`src/rtl/cmd_pkg.sv`:
```
package cmd_pkg;
  localparam int ARG_MAX   = 4;
  localparam int CNT_W     = 4;
  localparam int REPLY_MAX = 8;
  localparam int IDX_W     = $clog2(REPLY_MAX);

  localparam logic [7:0] CLS_PERIPH = 8'h00;
  localparam logic [7:0] CLS_CTRL   = 8'h01;
  localparam logic [7:0] CLS_ERR    = 8'h02;
  localparam logic [7:0] CLS_TIMER  = 8'h03;
  localparam logic [7:0] CLS_POWER  = 8'h04;
  localparam logic [7:0] CLS_I2C    = 8'h05;

  localparam logic [7:0] ERR_UNKNOWN = 8'h02;
  localparam logic [7:0] ERR_BADARG  = 8'h05;

  localparam logic [7:0] OP_AUTOPOLL   = 8'h01;
  localparam logic [7:0] OP_GET_TIME   = 8'h03;
  localparam logic [7:0] OP_SET_TIME   = 8'h09;
  localparam logic [7:0] OP_POWER_DOWN = 8'h0A;
  localparam logic [7:0] OP_RESTART    = 8'h11;
  localparam logic [7:0] OP_POLL_RATE  = 8'h14;
  localparam logic [7:0] OP_DEV_MASK   = 8'h19;

  typedef struct packed {
    logic                            valid;
    logic [IDX_W-1:0]                last_idx;
    logic [REPLY_MAX-1:0][7:0]       bytes;
  } reply_t;

  typedef struct packed {
    logic        poll_we;
    logic        poll_val;
    logic        rate_we;
    logic [7:0]  rate_val;
    logic        mask_we;
    logic [15:0] mask_val;
    logic        time_we;
    logic [31:0] time_val;
    logic        pd;
    logic        rst;
  } action_t;

  typedef enum logic [1:0] {ST_RX, ST_EXEC, ST_TX} state_e;
endpackage

```
`src/rtl/cmd_rx_buffer.sv`:
```
module cmd_rx_buffer
  import cmd_pkg::*;
(
  input  logic                          clk,
  input  logic                          rst_n,
  input  logic                          accept,
  input  logic                          clr,
  input  logic [7:0]                    data,
  output logic [7:0]                    cls,
  output logic [7:0]                    op,
  output logic [ARG_MAX-1:0][7:0]       args,
  output logic [CNT_W-1:0]              nbytes
);
  always_ff @(posedge clk) begin
    if (!rst_n) begin
      nbytes <= '0;
      cls    <= '0;
      op     <= '0;
      args   <= '0;
    end else if (clr) begin
      nbytes <= '0;
    end else if (accept) begin
      if (nbytes == CNT_W'(0)) cls <= data;
      if (nbytes == CNT_W'(1)) op  <= data;
      for (int k = 0; k < ARG_MAX; k++)
        if (nbytes == CNT_W'(k + 2)) args[k] <= data;
      if (nbytes != '1) nbytes <= nbytes + CNT_W'(1);
    end
  end
endmodule

```
`src/rtl/cmd_decode.sv`:
```
module cmd_decode
  import cmd_pkg::*;
(
  input  logic [7:0]              cls,
  input  logic [7:0]              op,
  input  logic [ARG_MAX-1:0][7:0] args,
  input  logic [CNT_W-1:0]        nbytes,
  input  logic [31:0]             seconds,
  output reply_t                  rep,
  output action_t                 act
);
  logic [CNT_W-1:0] argc, need;
  logic             known, bad;

  always_comb begin
    rep   = '0;
    act   = '0;
    known = 1'b1;
    need  = '0;
    argc  = nbytes - CNT_W'(2);
    case (op)
      OP_AUTOPOLL, OP_POLL_RATE: need = CNT_W'(1);
      OP_DEV_MASK:               need = CNT_W'(2);
      OP_SET_TIME:               need = CNT_W'(4);
      OP_GET_TIME, OP_POWER_DOWN, OP_RESTART: need = '0;
      default:                   known = 1'b0;
    endcase
    bad = (argc != need) || (op == OP_POLL_RATE && args[0] == 8'h00);

    if (cls == CLS_CTRL && nbytes >= CNT_W'(2)) begin
      rep.valid = 1'b1;
      if (!known || bad) begin
        rep.last_idx = IDX_W'(3);
        rep.bytes[0] = CLS_ERR;
        rep.bytes[1] = known ? ERR_BADARG : ERR_UNKNOWN;
        rep.bytes[2] = CLS_CTRL;
        rep.bytes[3] = op;
      end else begin
        rep.last_idx = IDX_W'(2);
        rep.bytes[0] = CLS_CTRL;
        rep.bytes[1] = 8'h00;
        rep.bytes[2] = op;
        case (op)
          OP_AUTOPOLL: begin
            act.poll_we  = 1'b1;
            act.poll_val = (args[0] != 8'h00);
          end
          OP_POLL_RATE: begin
            act.rate_we  = 1'b1;
            act.rate_val = args[0];
          end
          OP_DEV_MASK: begin
            act.mask_we  = 1'b1;
            act.mask_val = {args[0], args[1]};
          end
          OP_SET_TIME: begin
            act.time_we  = 1'b1;
            act.time_val = {args[0], args[1], args[2], args[3]};
          end
          OP_GET_TIME: begin
            rep.last_idx = IDX_W'(6);
            rep.bytes[3] = seconds[31:24];
            rep.bytes[4] = seconds[23:16];
            rep.bytes[5] = seconds[15:8];
            rep.bytes[6] = seconds[7:0];
          end
          OP_POWER_DOWN: act.pd  = 1'b1;
          OP_RESTART:    act.rst = 1'b1;
          default: ;
        endcase
      end
    end
  end
endmodule

```
`src/rtl/rtc_seconds.sv`:
```
module rtc_seconds #(
  parameter int unsigned TICKS = 200_000_000,
  parameter logic [31:0] INIT  = 32'd2082844800
) (
  input  logic        clk,
  input  logic        rst_n,
  input  logic        load,
  input  logic [31:0] load_val,
  output logic [31:0] sec
);
  localparam int PRE_W = (TICKS > 1) ? $clog2(TICKS) : 1;
  logic [PRE_W-1:0] pre;

  always_ff @(posedge clk) begin
    if (!rst_n) begin
      pre <= '0;
      sec <= INIT;
    end else if (load) begin
      pre <= '0;
      sec <= load_val;
    end else if (pre == PRE_W'(TICKS - 1)) begin
      pre <= '0;
      sec <= sec + 32'd1;
    end else begin
      pre <= pre + PRE_W'(1);
    end
  end

  p_sec_step_r10: assert property (@(posedge clk) disable iff (!rst_n)
    !load |=> (sec == $past(sec) || sec == $past(sec) + 32'd1));
endmodule

```
`src/rtl/reply_serializer.sv`:
```
module reply_serializer
  import cmd_pkg::*;
(
  input  logic       clk,
  input  logic       rst_n,
  input  logic       load,
  input  reply_t     rep,
  output logic       out_valid,
  input  logic       out_ready,
  output logic [7:0] out_data,
  output logic       out_last
);
  logic [REPLY_MAX-1:0][7:0] held;
  logic [IDX_W-1:0]          idx, last_idx;

  always_ff @(posedge clk) begin
    if (!rst_n) begin
      out_valid <= 1'b0;
      idx       <= '0;
      last_idx  <= '0;
      held      <= '0;
    end else if (load) begin
      held      <= rep.bytes;
      last_idx  <= rep.last_idx;
      idx       <= '0;
      out_valid <= 1'b1;
    end else if (out_valid && out_ready) begin
      if (idx == last_idx) out_valid <= 1'b0;
      else                 idx <= idx + IDX_W'(1);
    end
  end

  assign out_data = held[idx];
  assign out_last = out_valid && (idx == last_idx);

  p_hold_stable_r2: assert property (@(posedge clk) disable iff (!rst_n)
    (out_valid && !out_ready) |=> (out_valid && $stable(out_data) && $stable(out_last)));
endmodule

```
`src/rtl/cmd_packet_proc.sv`:
```
module cmd_packet_proc
  import cmd_pkg::*;
#(
  parameter int unsigned TICKS_PER_SEC = 200_000_000,
  parameter logic [31:0] EPOCH_INIT    = 32'd2082844800,
  parameter logic [7:0]  RATE_INIT     = 8'd11
) (
  input  logic        clk,
  input  logic        rst_n,
  input  logic        in_valid,
  output logic        in_ready,
  input  logic [7:0]  in_data,
  input  logic        in_last,
  output logic        out_valid,
  input  logic        out_ready,
  output logic [7:0]  out_data,
  output logic        out_last,
  output logic        poll_en,
  output logic [7:0]  poll_rate_ms,
  output logic [15:0] poll_mask,
  output logic [31:0] rtc_seconds,
  output logic        pwr_down_req,
  output logic        sys_reset_req
);
  state_e                  state;
  logic                    accept, exec;
  logic [7:0]              cls, op;
  logic [ARG_MAX-1:0][7:0] args;
  logic [CNT_W-1:0]        nbytes;
  reply_t                  rep;
  action_t                 act;

  assign in_ready = (state == ST_RX);
  assign accept   = in_valid && in_ready;
  assign exec     = (state == ST_EXEC);

  cmd_rx_buffer u_rx (
    .clk(clk), .rst_n(rst_n), .accept(accept), .clr(exec), .data(in_data),
    .cls(cls), .op(op), .args(args), .nbytes(nbytes)
  );

  cmd_decode u_dec (
    .cls(cls), .op(op), .args(args), .nbytes(nbytes), .seconds(rtc_seconds),
    .rep(rep), .act(act)
  );

  rtc_seconds #(.TICKS(TICKS_PER_SEC), .INIT(EPOCH_INIT)) u_rtc (
    .clk(clk), .rst_n(rst_n), .load(exec && act.time_we),
    .load_val(act.time_val), .sec(rtc_seconds)
  );

  reply_serializer u_tx (
    .clk(clk), .rst_n(rst_n), .load(exec && rep.valid), .rep(rep),
    .out_valid(out_valid), .out_ready(out_ready), .out_data(out_data),
    .out_last(out_last)
  );

  always_ff @(posedge clk) begin
    if (!rst_n) begin
      state <= ST_RX;
    end else begin
      case (state)
        ST_RX:   if (accept && in_last) state <= ST_EXEC;
        ST_EXEC: state <= rep.valid ? ST_TX : ST_RX;
        ST_TX:   if (out_valid && out_ready && out_last) state <= ST_RX;
        default: state <= ST_RX;
      endcase
    end
  end

  always_ff @(posedge clk) begin
    if (!rst_n) begin
      poll_en       <= 1'b0;
      poll_rate_ms  <= RATE_INIT;
      poll_mask     <= '0;
      pwr_down_req  <= 1'b0;
      sys_reset_req <= 1'b0;
    end else begin
      pwr_down_req  <= exec && act.pd;
      sys_reset_req <= exec && act.rst;
      if (exec && act.poll_we) poll_en      <= act.poll_val;
      if (exec && act.rate_we) poll_rate_ms <= act.rate_val;
      if (exec && act.mask_we) poll_mask    <= act.mask_val;
    end
  end

  p_stall_after_last_r2: assert property (@(posedge clk) disable iff (!rst_n)
    (in_valid && in_ready && in_last) |=> !in_ready);
  p_idle_no_reply_r12: assert property (@(posedge clk) disable iff (!rst_n)
    in_ready |-> !out_valid);
  p_pd_single_r11: assert property (@(posedge clk) disable iff (!rst_n)
    pwr_down_req |=> !pwr_down_req);
  p_rst_single_r11: assert property (@(posedge clk) disable iff (!rst_n)
    sys_reset_req |=> !sys_reset_req);
  p_req_excl_r11: assert property (@(posedge clk) disable iff (!rst_n)
    !(pwr_down_req && sys_reset_req));
  p_rate_nonzero_r7: assert property (@(posedge clk) disable iff (!rst_n)
    (RATE_INIT != 8'h00) |-> (poll_rate_ms != 8'h00));
endmodule

```
`config.mk`:
```
export PLATFORM = sky130hd
export DESIGN_NAME = cmd_packet_proc
export DESIGN_NICKNAME = d
export VERILOG_FILES = /design/src/rtl/cmd_pkg.sv /design/src/rtl/cmd_rx_buffer.sv /design/src/rtl/cmd_decode.sv /design/src/rtl/rtc_seconds.sv /design/src/rtl/reply_serializer.sv /design/src/rtl/cmd_packet_proc.sv
export SDC_FILE = /design/constraint.sdc
export NUM_CORES = 1
export LEC_CHECK = 0
export BUFFER_PORTS_ARGS = -buffer_cell sky130_fd_sc_hd__buf_4
export CORE_UTILIZATION = 42
export CTS_BUF_LIST = sky130_fd_sc_hd__clkbuf_2
export CTS_CLUSTER_SIZE = 40
export DETAILED_ROUTE_END_ITERATION = 16
export PLACE_DENSITY = 0.58
export SYNTH_ARGS = -nofsm -noshare
export SYNTH_HDL_FRONTEND = slang
export SYNTH_SLANG_ARGS = --single-unit
```
`constraint.sdc`:
```
create_clock -name clk -period 5.7 [get_ports clk]
set_input_delay 0.57 -clock clk [delete_from_list [all_inputs] [get_ports clk]]
set_output_delay 0.57 -clock clk [all_outputs]
set_load 0.02 [all_outputs]
```
Word-level counts from Yosys, hierarchy flattened
Index checks and enable logic that the tools add are counted.

Flip-flop bits (word level): 204. Output and inout port bits: 70. Word-level logic and storage cells: 124.

$add $sub $neg: 5. Magnitude comparators: 2. Eq/ne operators: 21. Muxes and demuxes: 29. Bitwise gates (word level): 3. Reduce and logical (&&, ||, !) cells: 39.

Operators by type and width (number): $mux 32 (4); $mux 63 (2); $mux 56 (1); $mux 33 (1); $add 32x1->32 const B (1); $add 28x1->28 const B (1); $eq 28x28->1 const B (1); $bmux 8 s3 (1); $eq 8x5->1 const B (3); $mux 24 (1); $reduce_and 3->1 (6); $mux 17 (1); $eq 8x1->1 const B (2); $eq 8x4->1 const B (2); $logic_and 1x1->1 (14); $mux 3 (3); $mux 9 (1); $pmux 3 s3 (1); $eq 4x2->1 const B (2); $eq 4x3->1 const B (2); $eq 8x2->1 const B (1); $logic_not 8->1 (1); $mux 2 (4); $mux 8 (1); 27 further kinds (42).

Depth between registers and ports, before layout
Gate-level depths: netlist (run 1).

Depth in word-level cells: 11. Mapped depth: 11. Mapped depth without buffers: 8.

Hierarchy
A second synthesis (run 1) with hierarchy kept.

Cell total of the unflattened synthesis: 1235. Area total of the unflattened synthesis: 11141.9 um2.

By module, submodules not included: rtc_seconds (instances 1, cells each 395, area an instance 3228.1 um2, seq. area each 1201.2 um2); reply_serializer (instances 1, cells each 280, area an instance 3115.5 um2, seq. area each 1421.4 um2); cmd_rx_buffer (instances 1, cells each 198, area an instance 2099.5 um2, seq. area each 1041.0 um2); cmd_decode (instances 1, cells each 234, area an instance 1508.9 um2, seq. area each 0.0 um2); cmd_packet_proc (instances 1, cells each 128, area an instance 1189.9 um2, seq. area each 580.6 um2).

Least setup slack after synthesis (run 1)
No wires, ideal clock.

Kind: register -> register. Start point: register u_rx.nbytes[2]. End point: register poll_rate_ms[0]. Setup time: 122 ps. Arrival time: 2517 ps. Slack: 3061 ps. Stages on the path, launching flop included: 10. Period minus slack after synthesis: 2639 ps. Cells stage by stage: dfxtp_1 > clkbuf_1 > inv_1 > ha_1 > or3b_2 > mux2i_1 > o221ai_1 > nor4b_4 > a21boi_1 > a311o_1.

Word-level cells in the longest chain between the ends: 7. Elaborated cells on any way between the ends: 9. Those cells by class: 1 x add/sub; 1 x order compare; 1 x eq/ne; 2 x mux; 4 x reduce/logical.

RTL lines: start: declaration (line cmd_rx_buffer.sv:12) `output logic [CNT_W-1:0] nbytes`; start signal: assignment (line cmd_rx_buffer.sv:27) `if (nbytes != '1) nbytes <= nbytes + CNT_W'(1);`; $sub 4x2->4 (line cmd_decode.sv:20) `argc = nbytes - CNT_W'(2);`; $ne 4x3->1 (line cmd_decode.sv:28) `bad = (argc != need) || (op == OP_POLL_RATE && args[0] == 8'h00);`; $logic_or 1x1->1 (line cmd_decode.sv:28); $logic_or 1x1->1 (line cmd_decode.sv:32) `if (!known || bad) begin`; $mux 63 (line cmd_decode.sv:32); $mux 63 (*) (line cmd_decode.sv:30) `if (cls == CLS_CTRL && nbytes >= CNT_W'(2)) begin`; $logic_and 1x1->1 (line cmd_packet_proc.sv:82) `if (exec && act.rate_we) poll_rate_ms <= act.rate_val;`; end signal: assignment (line cmd_packet_proc.sv:82); end: declaration (line cmd_packet_proc.sv:19) `output logic [7:0] poll_rate_ms,`.

Mark *: on every way between the ends. The rest lies on a longest branch, timed or not. A chain may end at the register's enable or synchronous reset.

Worst setup path after layout (run 1)
Start point: register u_tx.idx[0]. End point: output out_data[0].

Word-level cells in the longest chain between the ends: 2.

RTL lines: start: declaration (line reply_serializer.sv:14) `logic [IDX_W-1:0] idx, last_idx;`; start signal: assignment (line reply_serializer.sv:29) `else idx <= idx + IDX_W'(1);`; $bmux 8 s3 (line reply_serializer.sv:33) `assign out_data = held[idx];`; $mux 8 (not written as such) (line reply_serializer.sv:33); end: declaration (line cmd_packet_proc.sv:16) `output logic [7:0] out_data,`.

No other way between the ends. The select of a mux whose other input is x is not followed.

==> results of run 1 <==
## sequential cells by signal, indices dropped and copies added, names as in the netlist, 2 cells and up
signal	cells
u_tx.held	43
u_rtc.sec	32
u_rx.args	32
u_rtc.pre	28
poll_mask	16
poll_rate_ms	8
u_rx.cls	8
u_rx.op	8
u_rx.nbytes	4
u_tx.idx	3
u_tx.last_idx	3
state	2
## per-layer routing
layer | routed length (um) | vias up | GRT usage (%)
met2 | 9430 | 259 | 31.8
met5 | 0 | - | 0
met1 | 12100 | 3338 | 35.9
li1 | - | 3560 | -
met4 | 296 | 0 | 6.65
met3 | 1400 | 18 | 4.15
## worst max-delay path, stage by stage, from the launching register on
cell,delay [ps]
dfxtp_1,1000
nor2b_1,560
nand2_1,100
o21ai_0,130
mux2_2,220
buf_4,130
## area by class of cell
| type | count | area, um2 |
|---|---|---|
| multi-input cells | 714 | 4450 |
| flip-flops and latches | 191 | 3820 |
| diodes | 2 | 5.00 |
| repair buffers | 97 | 748 |
| fillers | 1949 | 10000 |
| clock buffers | 17 | 85.1 |
| inverters | 12 | 45.0 |
| clock inverters | 13 | 186 |
| well taps | 265 | 332 |
## cell families (layout without fill, tap and decap cells)
logic type	Yosys count	after routing	synth area share, %
adders and majority gates	9	9	1.32
and+or+nand+nor	428	428	24.7
xor gates and xnor gates	64	64	6.56
muxes	68	68	8.28
other	0	2	0
DFF	191	191	44.7
buffers and inverters	71	139	3.41
AOI/OAI and AO/OA	145	145	11.0
## where the power goes
part | switching [mW] | internal [mW]
clock network | 0.480 | 0.287
logic | 0.0829 | 0.0378
registers | 0.0153 | 1.35
## cell usage in the layout (no fill, tap or decap), types with 9 or more instances in the layout
cell,count
a21oi_1,57
nand3_1,56
buf_4,89
inv_1,11
xor2_1,40
nor2_1,95
mux2i_1,64
a22o_1,24
and3_1,12
nor3_1,19
dfxtp_1,191
ha_1,9
o21ai_0,22
nor4_1,17
a211oi_1,17
xnor2_1,24
clkbuf_2,17
nand4_1,29
nand2_1,145
## through the flow
| stage | hold WS, ps | cells | instance area (um2) | total power [mW] | worst slack [ps] |
|---|---|---|---|---|---|
| 2_1_floorplan | 410 | 976 | 8550 | 1.47 | 3060 |
| 3_3_place_gp | 421 | 1271 | 9320 | 1.51 | 2480 |
| 3_5_place_dp | 429 | 1271 | 9320 | 1.51 | 2440 |
| 4_1_cts | 0.166 | 1306 | 9640 | 2.27 | 2140 |
| 5_1_grt | 21.0 | 1311 | 9670 | 2.34 | 1870 |
| 6_report | 87.3 | 1311 | 9670 | 2.26 | 2190 |
## worst max-delay path by stage
| stage | startpoint | endpoint | depth (start not counted) |
|---|---|---|---|
| CTS | u_tx.idx[0] | out_data[3] | 6 |
| floorplan | u_rx.nbytes[2] | poll_rate_ms[0] | 9 |
| global route | u_tx.idx[0] | out_data[4] | 6 |
| finish | u_tx.idx[0] | out_data[0] | 5 |
| global placement | u_rx.op[4] | poll_mask[4] | 6 |
| detailed placement | u_rx.op[4] | poll_mask[14] | 6 |
## what timing repair did
| action | CTS | global route |
|---|---|---|
| setup endpoints to repair | 0 | 0 |
| endpoints found under the hold margin | 5 | 4 |
| hold buffers | 5 | 3 |
==> metrics.cfg, run 1 <==
[status]
status = finished clean

[synthesis]
postSynthAreaPerCell_um2 = 8.76
yosysSeqAreaShare_pct = 44.7
synth.distinct_cells = 62
syn_area_mm2 = 0.00855
syn-num-nets = 998
synthArstFlopShare_pct = 0
ys_ff_latch = 191
syn_inst = 976
synth_edf_count = 0
netlist_top_cells_area = dfxtp_1 45%, mux2i_1 7.5%, nand2_1 6.4%
synth_top_area_share_pct = 44.7
synth_ff_type = dfxtp_1
synth_top_cells_by_count = 191 x dfxtp_1, 145 x nand2_1, 96 x nor2_1
yosysWarnings = 0
yosysMostFrequentCell = dfxtp_1
synth_top_area_cell = dfxtp_1

[routing]
post-route-drc-count = 0
via_count = 7175
drt-initial-drc-count = 580
drt-total-wl_um = 23300
drt-pass1-iter-count = 7
routedWlPerCell_um = 17.7
ant_nets = 0
viasPerCell = 5.47

[setup_path]
r2r-start = u_rx.op[4]
reg2regPathDepth = 6
arrival_ps = 2940
required_ps = 5130
worstReg2RegEnd = poll_mask[4]
reg2reg_setup_slack_ps = 2340
cp_max_fo = 21
end_kind = primary output
startpoint_type = flip-flop
critPathKind = flip-flop to primary output

[timing]
worstMarginPinSlew_ps = 1020
hold_viol_final = 0
rsz0062_at_grt = false
setup_tns_ps = 0
setup_viol_count_final = 0
slew_violations = 0
fin_crit_sh_pct = 61.5
fmax_mhz = 285
clock_skew_ps = 42.8
final.min_clock_period_ps = 3510
maxSlewHeadroom_pct = 32.0

[clock_network]
cts_buffer_depth = 2
cts_sinks = 191
clk_pin_slew_ps = 270
post_cts_resized = 0
cts_tree = done
root_buffer = clkbuf_2
cts_buffers = 17
clk_latency_ps = 790
htree_levels = 4
post_cts_buffers = 0

[run]
drv_cap = 0

[floorplanning]
ios = 83
die_x_um = 145
std_cell_rows = 51
dieArea_mm2 = 0.0209
die-height_um = 145
floorplan.initialDensity_pct = 43.4
core_area_mm2 = 0.0197

[global_routing]
overflow = 0
grt_pass1_wl_um = 37000
grt_pass1_vias = 6540
grtUsageTotal_pct = 23.1
antenna_found_initial = 1
grt_max_degree = 82

[hold_path]
hold_end = u_rx.cls[4]
hp-start = in_data[4]
holdPathStages = 3
hold_class = input port to flip-flop

[pwr]
irDropWorstVdd_v = 0.000120
powerDensity_mw_per_mm2 = 233
power_leakage_nw = 3.68

[final_layout]
drive_gt1_share_pct = 12.8
area_delta_synth_final_pct = 13.2
fin_nets = 1055
final_util_pct = 49.1

[placement]
post-dp-hpwl_um = 16300
gp_congestion = 0.898
portBuffers = 82

Note: power is estimated with default switching activity, not from simulation.
==> run 2: changes to the inputs <==
--- a/config.mk
+++ b/config.mk
@@ -5,6 +5,7 @@
 export SDC_FILE = /design/constraint.sdc
 export NUM_CORES = 1
 export LEC_CHECK = 0
+export ABC_AREA = 1
 export BUFFER_PORTS_ARGS = -buffer_cell sky130_fd_sc_hd__buf_4
 export CORE_UTILIZATION = 42
 export CTS_BUF_LIST = sky130_fd_sc_hd__clkbuf_2
==> constraint.sdc (replaced) <==
create_clock -name clk -period 3.53 [get_ports clk]
set_input_delay 0.353 -clock clk [delete_from_list [all_inputs] [get_ports clk]]
set_output_delay 0.353 -clock clk [all_outputs]
set_load 0.02 [all_outputs]
==> run 2 against run 1 <==
  * Clock power increased by 68%
  * Critical path type unchanged
  * Register-to-register slack got worse by 1700 ps
  * Cell area increased by 11%
  * Setup slack got worse by 1900 ps
  * Via count increased by 31%
  * Core utilization decreased by 0.25 points
  * Sequential power increased by 62%
  * Routed wire length increased by 27%
  * First-iteration DRC count increased by 26%
  * Sequential share of layout area decreased by 4.0 points
  * Die area increased by 11%
  * Cell count increased by 34%
==> metrics.cfg, run 2 <==
[status]
status = finished clean

[routing]
ant_nets = 0  ; unchanged
post-route-drc-count = 0  ; unchanged
drt-pass1-iter-count = 9  ; +2
drt-met1-wl_um = 14200  ; +17%
wl_met2_um = 12900  ; +37%
viasPerCell = 5.34  ; -2.5%
drt-total-wl_um = 29600  ; +27%
drt-initial-drc-count = 730  ; +26%
highest_layer = met4
dr_wl_met3_um = 2040  ; +45%
via_count = 9402  ; +31%
routedWlPerCell_um = 16.8  ; -5.5%

[synthesis]
yosysWarnings = 0  ; unchanged
syn_area_mm2 = 0.00951  ; +11%
netlist_top_cells_area = dfxtp_1 40%, nand2_1 12%, nor2_1 7.1%
synth_top_cells_by_count = 304 x nand2_1, 191 x dfxtp_1, 181 x nor2_1
synth_ff_type = dfxtp_1
yosysMostFrequentCell = nand2_1
synth_edf_count = 0  ; unchanged
synth.distinct_cells = 48  ; -23%
yosysSeqAreaShare_pct = 40.2  ; -4.5 points
synth_top_area_cell = dfxtp_1
synth_top_area_share_pct = 40.2  ; -4.5 points
syn_inst = 1398  ; +43%
ys_ff_latch = 191  ; unchanged
syn-num-nets = 1420  ; +42%
postSynthAreaPerCell_um2 = 6.80  ; -22%
synthArstFlopShare_pct = 0  ; unchanged

[final_layout]
layout_commonest_cell = nand2_1
multi_input_area_mm2 = 0.00481  ; +8.0%
regMostFlops = u_tx.held
regArea_mm2 = 0.00382  ; unchanged
nFillCells = 2330  ; +20%
final_area_mm2 = 0.0108  ; +11%
fin_nets = 1490  ; +41%
reg.largest.list = u_tx.held (43), u_rtc.sec (32), u_rx.args (32)
layout_common_cells = 304 x nand2_1, 191 x dfxtp_1, 180 x nor2_1
area_delta_synth_final_pct = 13.1  ; about the same
drive_gt1_share_pct = 10.8  ; -2.0 points
largest_reg_flops = 43  ; unchanged

[clock_network]
post_cts_buffers = 0  ; unchanged
cts_buffers = 17  ; unchanged
htree_levels = 4  ; unchanged
cts_tree = done
cts_sinks = 191  ; unchanged
clk_latency_ps = 810  ; +20 ps
root_buffer = clkbuf_2
cts_buffer_depth = 2  ; unchanged
clk_pin_slew_ps = 320  ; +50 ps

[setup_path]
required_ps = 3180  ; -1950 ps
crit_family = buffers and inverters
end_kind = primary output
crit_chain = clkinv_1 -> nor2_2 -> a21oi_1 -> a221oi_1 -> buf_4
cp_max_fo = 10  ; -52%
arrival_ps = 2860  ; -80 ps
path_buf_inv = 2  ; +1
startpoint_type = flip-flop
critPathKind = flip-flop to primary output
critPathMaxStageDelay_ps = 560  ; -440 ps
cp_slowest_cell = dfxtp_1

[pwr]
powerDensity_mw_per_mm2 = 349  ; +50%
power_leakage_nw = 4.56  ; +24%
irDropWorstVdd_v = 0.000231  ; +92%

[timing]
final.min_clock_period_ps = 3220
setup_tns_ps = 0  ; unchanged
setup_viol_count_final = 0  ; unchanged
worstMarginPinSlew_ps = 921  ; -99.0 ps
fmax_mhz = 311
rsz0062_at_grt = false
slew_violations = 0  ; unchanged
fin_crit_sh_pct = 91.2
fin_ws_ps = 312  ; -1880 ps
maxSlewHeadroom_pct = 38.4  ; +6.4 points
hold_viol_final = 0  ; unchanged
clock_skew_ps = 46.1  ; +3.37 ps

[placement]
post-dp-hpwl_um = 21400  ; +31%
gp_congestion = 0.943  ; +5.0%
portBuffers = 82  ; unchanged
post-place-ws_ps = 768  ; -1670 ps
placed_cell_area_mm2 = 0.0103  ; +11%

[global_routing]
overflow = 0  ; unchanged
grtUsageTotal_pct = 25.4  ; +2.3 points
grt_pass1_vias = 8353  ; +28%
grt_pass1_wl_um = 46600  ; +26%
grt_max_degree = 61  ; -26%
antenna_found_initial = 1  ; unchanged

[floorplanning]
dieArea_mm2 = 0.0232  ; +11%
core_area_mm2 = 0.0220  ; +12%
die-height_um = 152  ; +5.4%
ios = 83  ; unchanged
die_x_um = 152  ; +5.4%
std_cell_rows = 54  ; +5.9%
floorplan.initialDensity_pct = 43.2  ; -0.19 points

[run]
drv_cap = 0  ; unchanged

[hold_path]
hold_class = input port to flip-flop

==> run 2: worst register-to-register path, stage by stage, from the launching register on <==
cell and delay [ps]:
dfxtp_1 490, inv_1 150, ha_1 390, xnor2_4 240, nand3_4 170, nor2_8 380, nand3_4 390, buf_4 360
nand2_1 110, nand3_1 60, nand2_1 80
==> run 2: final cells by class <==
cell class	instances	share of cell area, %
clock inverter	15	1.85
antenna	1	0.0233
tap	280	3.26
timing repair buffer	110	8.03
sequential	191	35.6
clock buffer	17	0.791
inverter	166	5.79
multi-input combinational	982	44.7
==> run 2: power breakdown <==
group / internal (mW) / leakage (nW) / switching [mW] / total (mW)
clock network: 0.428 / 0.164 / 0.864 / 1.29
registers: 2.20 / 1.54 / 0.0267 / 2.22
logic: 0.0759 / 2.85 / 0.165 / 0.241
total: 2.70 / 4.56 / 1.06 / 3.76
==> run 2: cells by family after synthesis <==
group           Yosys count  share of synthesized area (%)
simple gates            727                           34.4
buf+inv                 225                           9.25
compound gates          215                           11.8
flops                   191                           40.2
xor+xnor                 31                           3.05
fa+ha+maj                 9                           1.18
==> run 2: routing by layer <==
metal	up-vias	GRT usage, %
met3	38	4.66
met1	4358	36.8
met5	-	0
met2	296	38.4
met4	0	6.97
li1	4710	-
==> run 2: what timing repair did <==
action                                  in CTS  in global routing
endpoints found under the setup margin       0                  1
endpoints found under the hold margin       67                  0
hold buffers                                15                  0
gates resized for setup                      0                  1
==> run 2: final timing paths <==
kind / from / end / slack, ps / cells after the start
setup / recovery: u_tx.idx[1] / out_data[0] / 310 / 5
hold / removal: in_data[2] / u_rx.args[2] / 410 / 4
setup reg to reg: u_rx.nbytes[1] / u_rtc.sec[4] / 670 / 10
hold reg to reg: u_tx.held[23] / u_tx.held[23] / 440 / 2
==> run 2: stage by stage <==
stage	hold WS, ps	instances	power (mW)	util (%)
floorplan	405	1398	2.41	-
global placement	413	1714	2.49	46.8
detailed placement	417	1714	2.49	46.8
CTS	351	1761	3.78	48.8
global route	356	1762	3.90	48.8
finish	413	1762	3.76	48.8
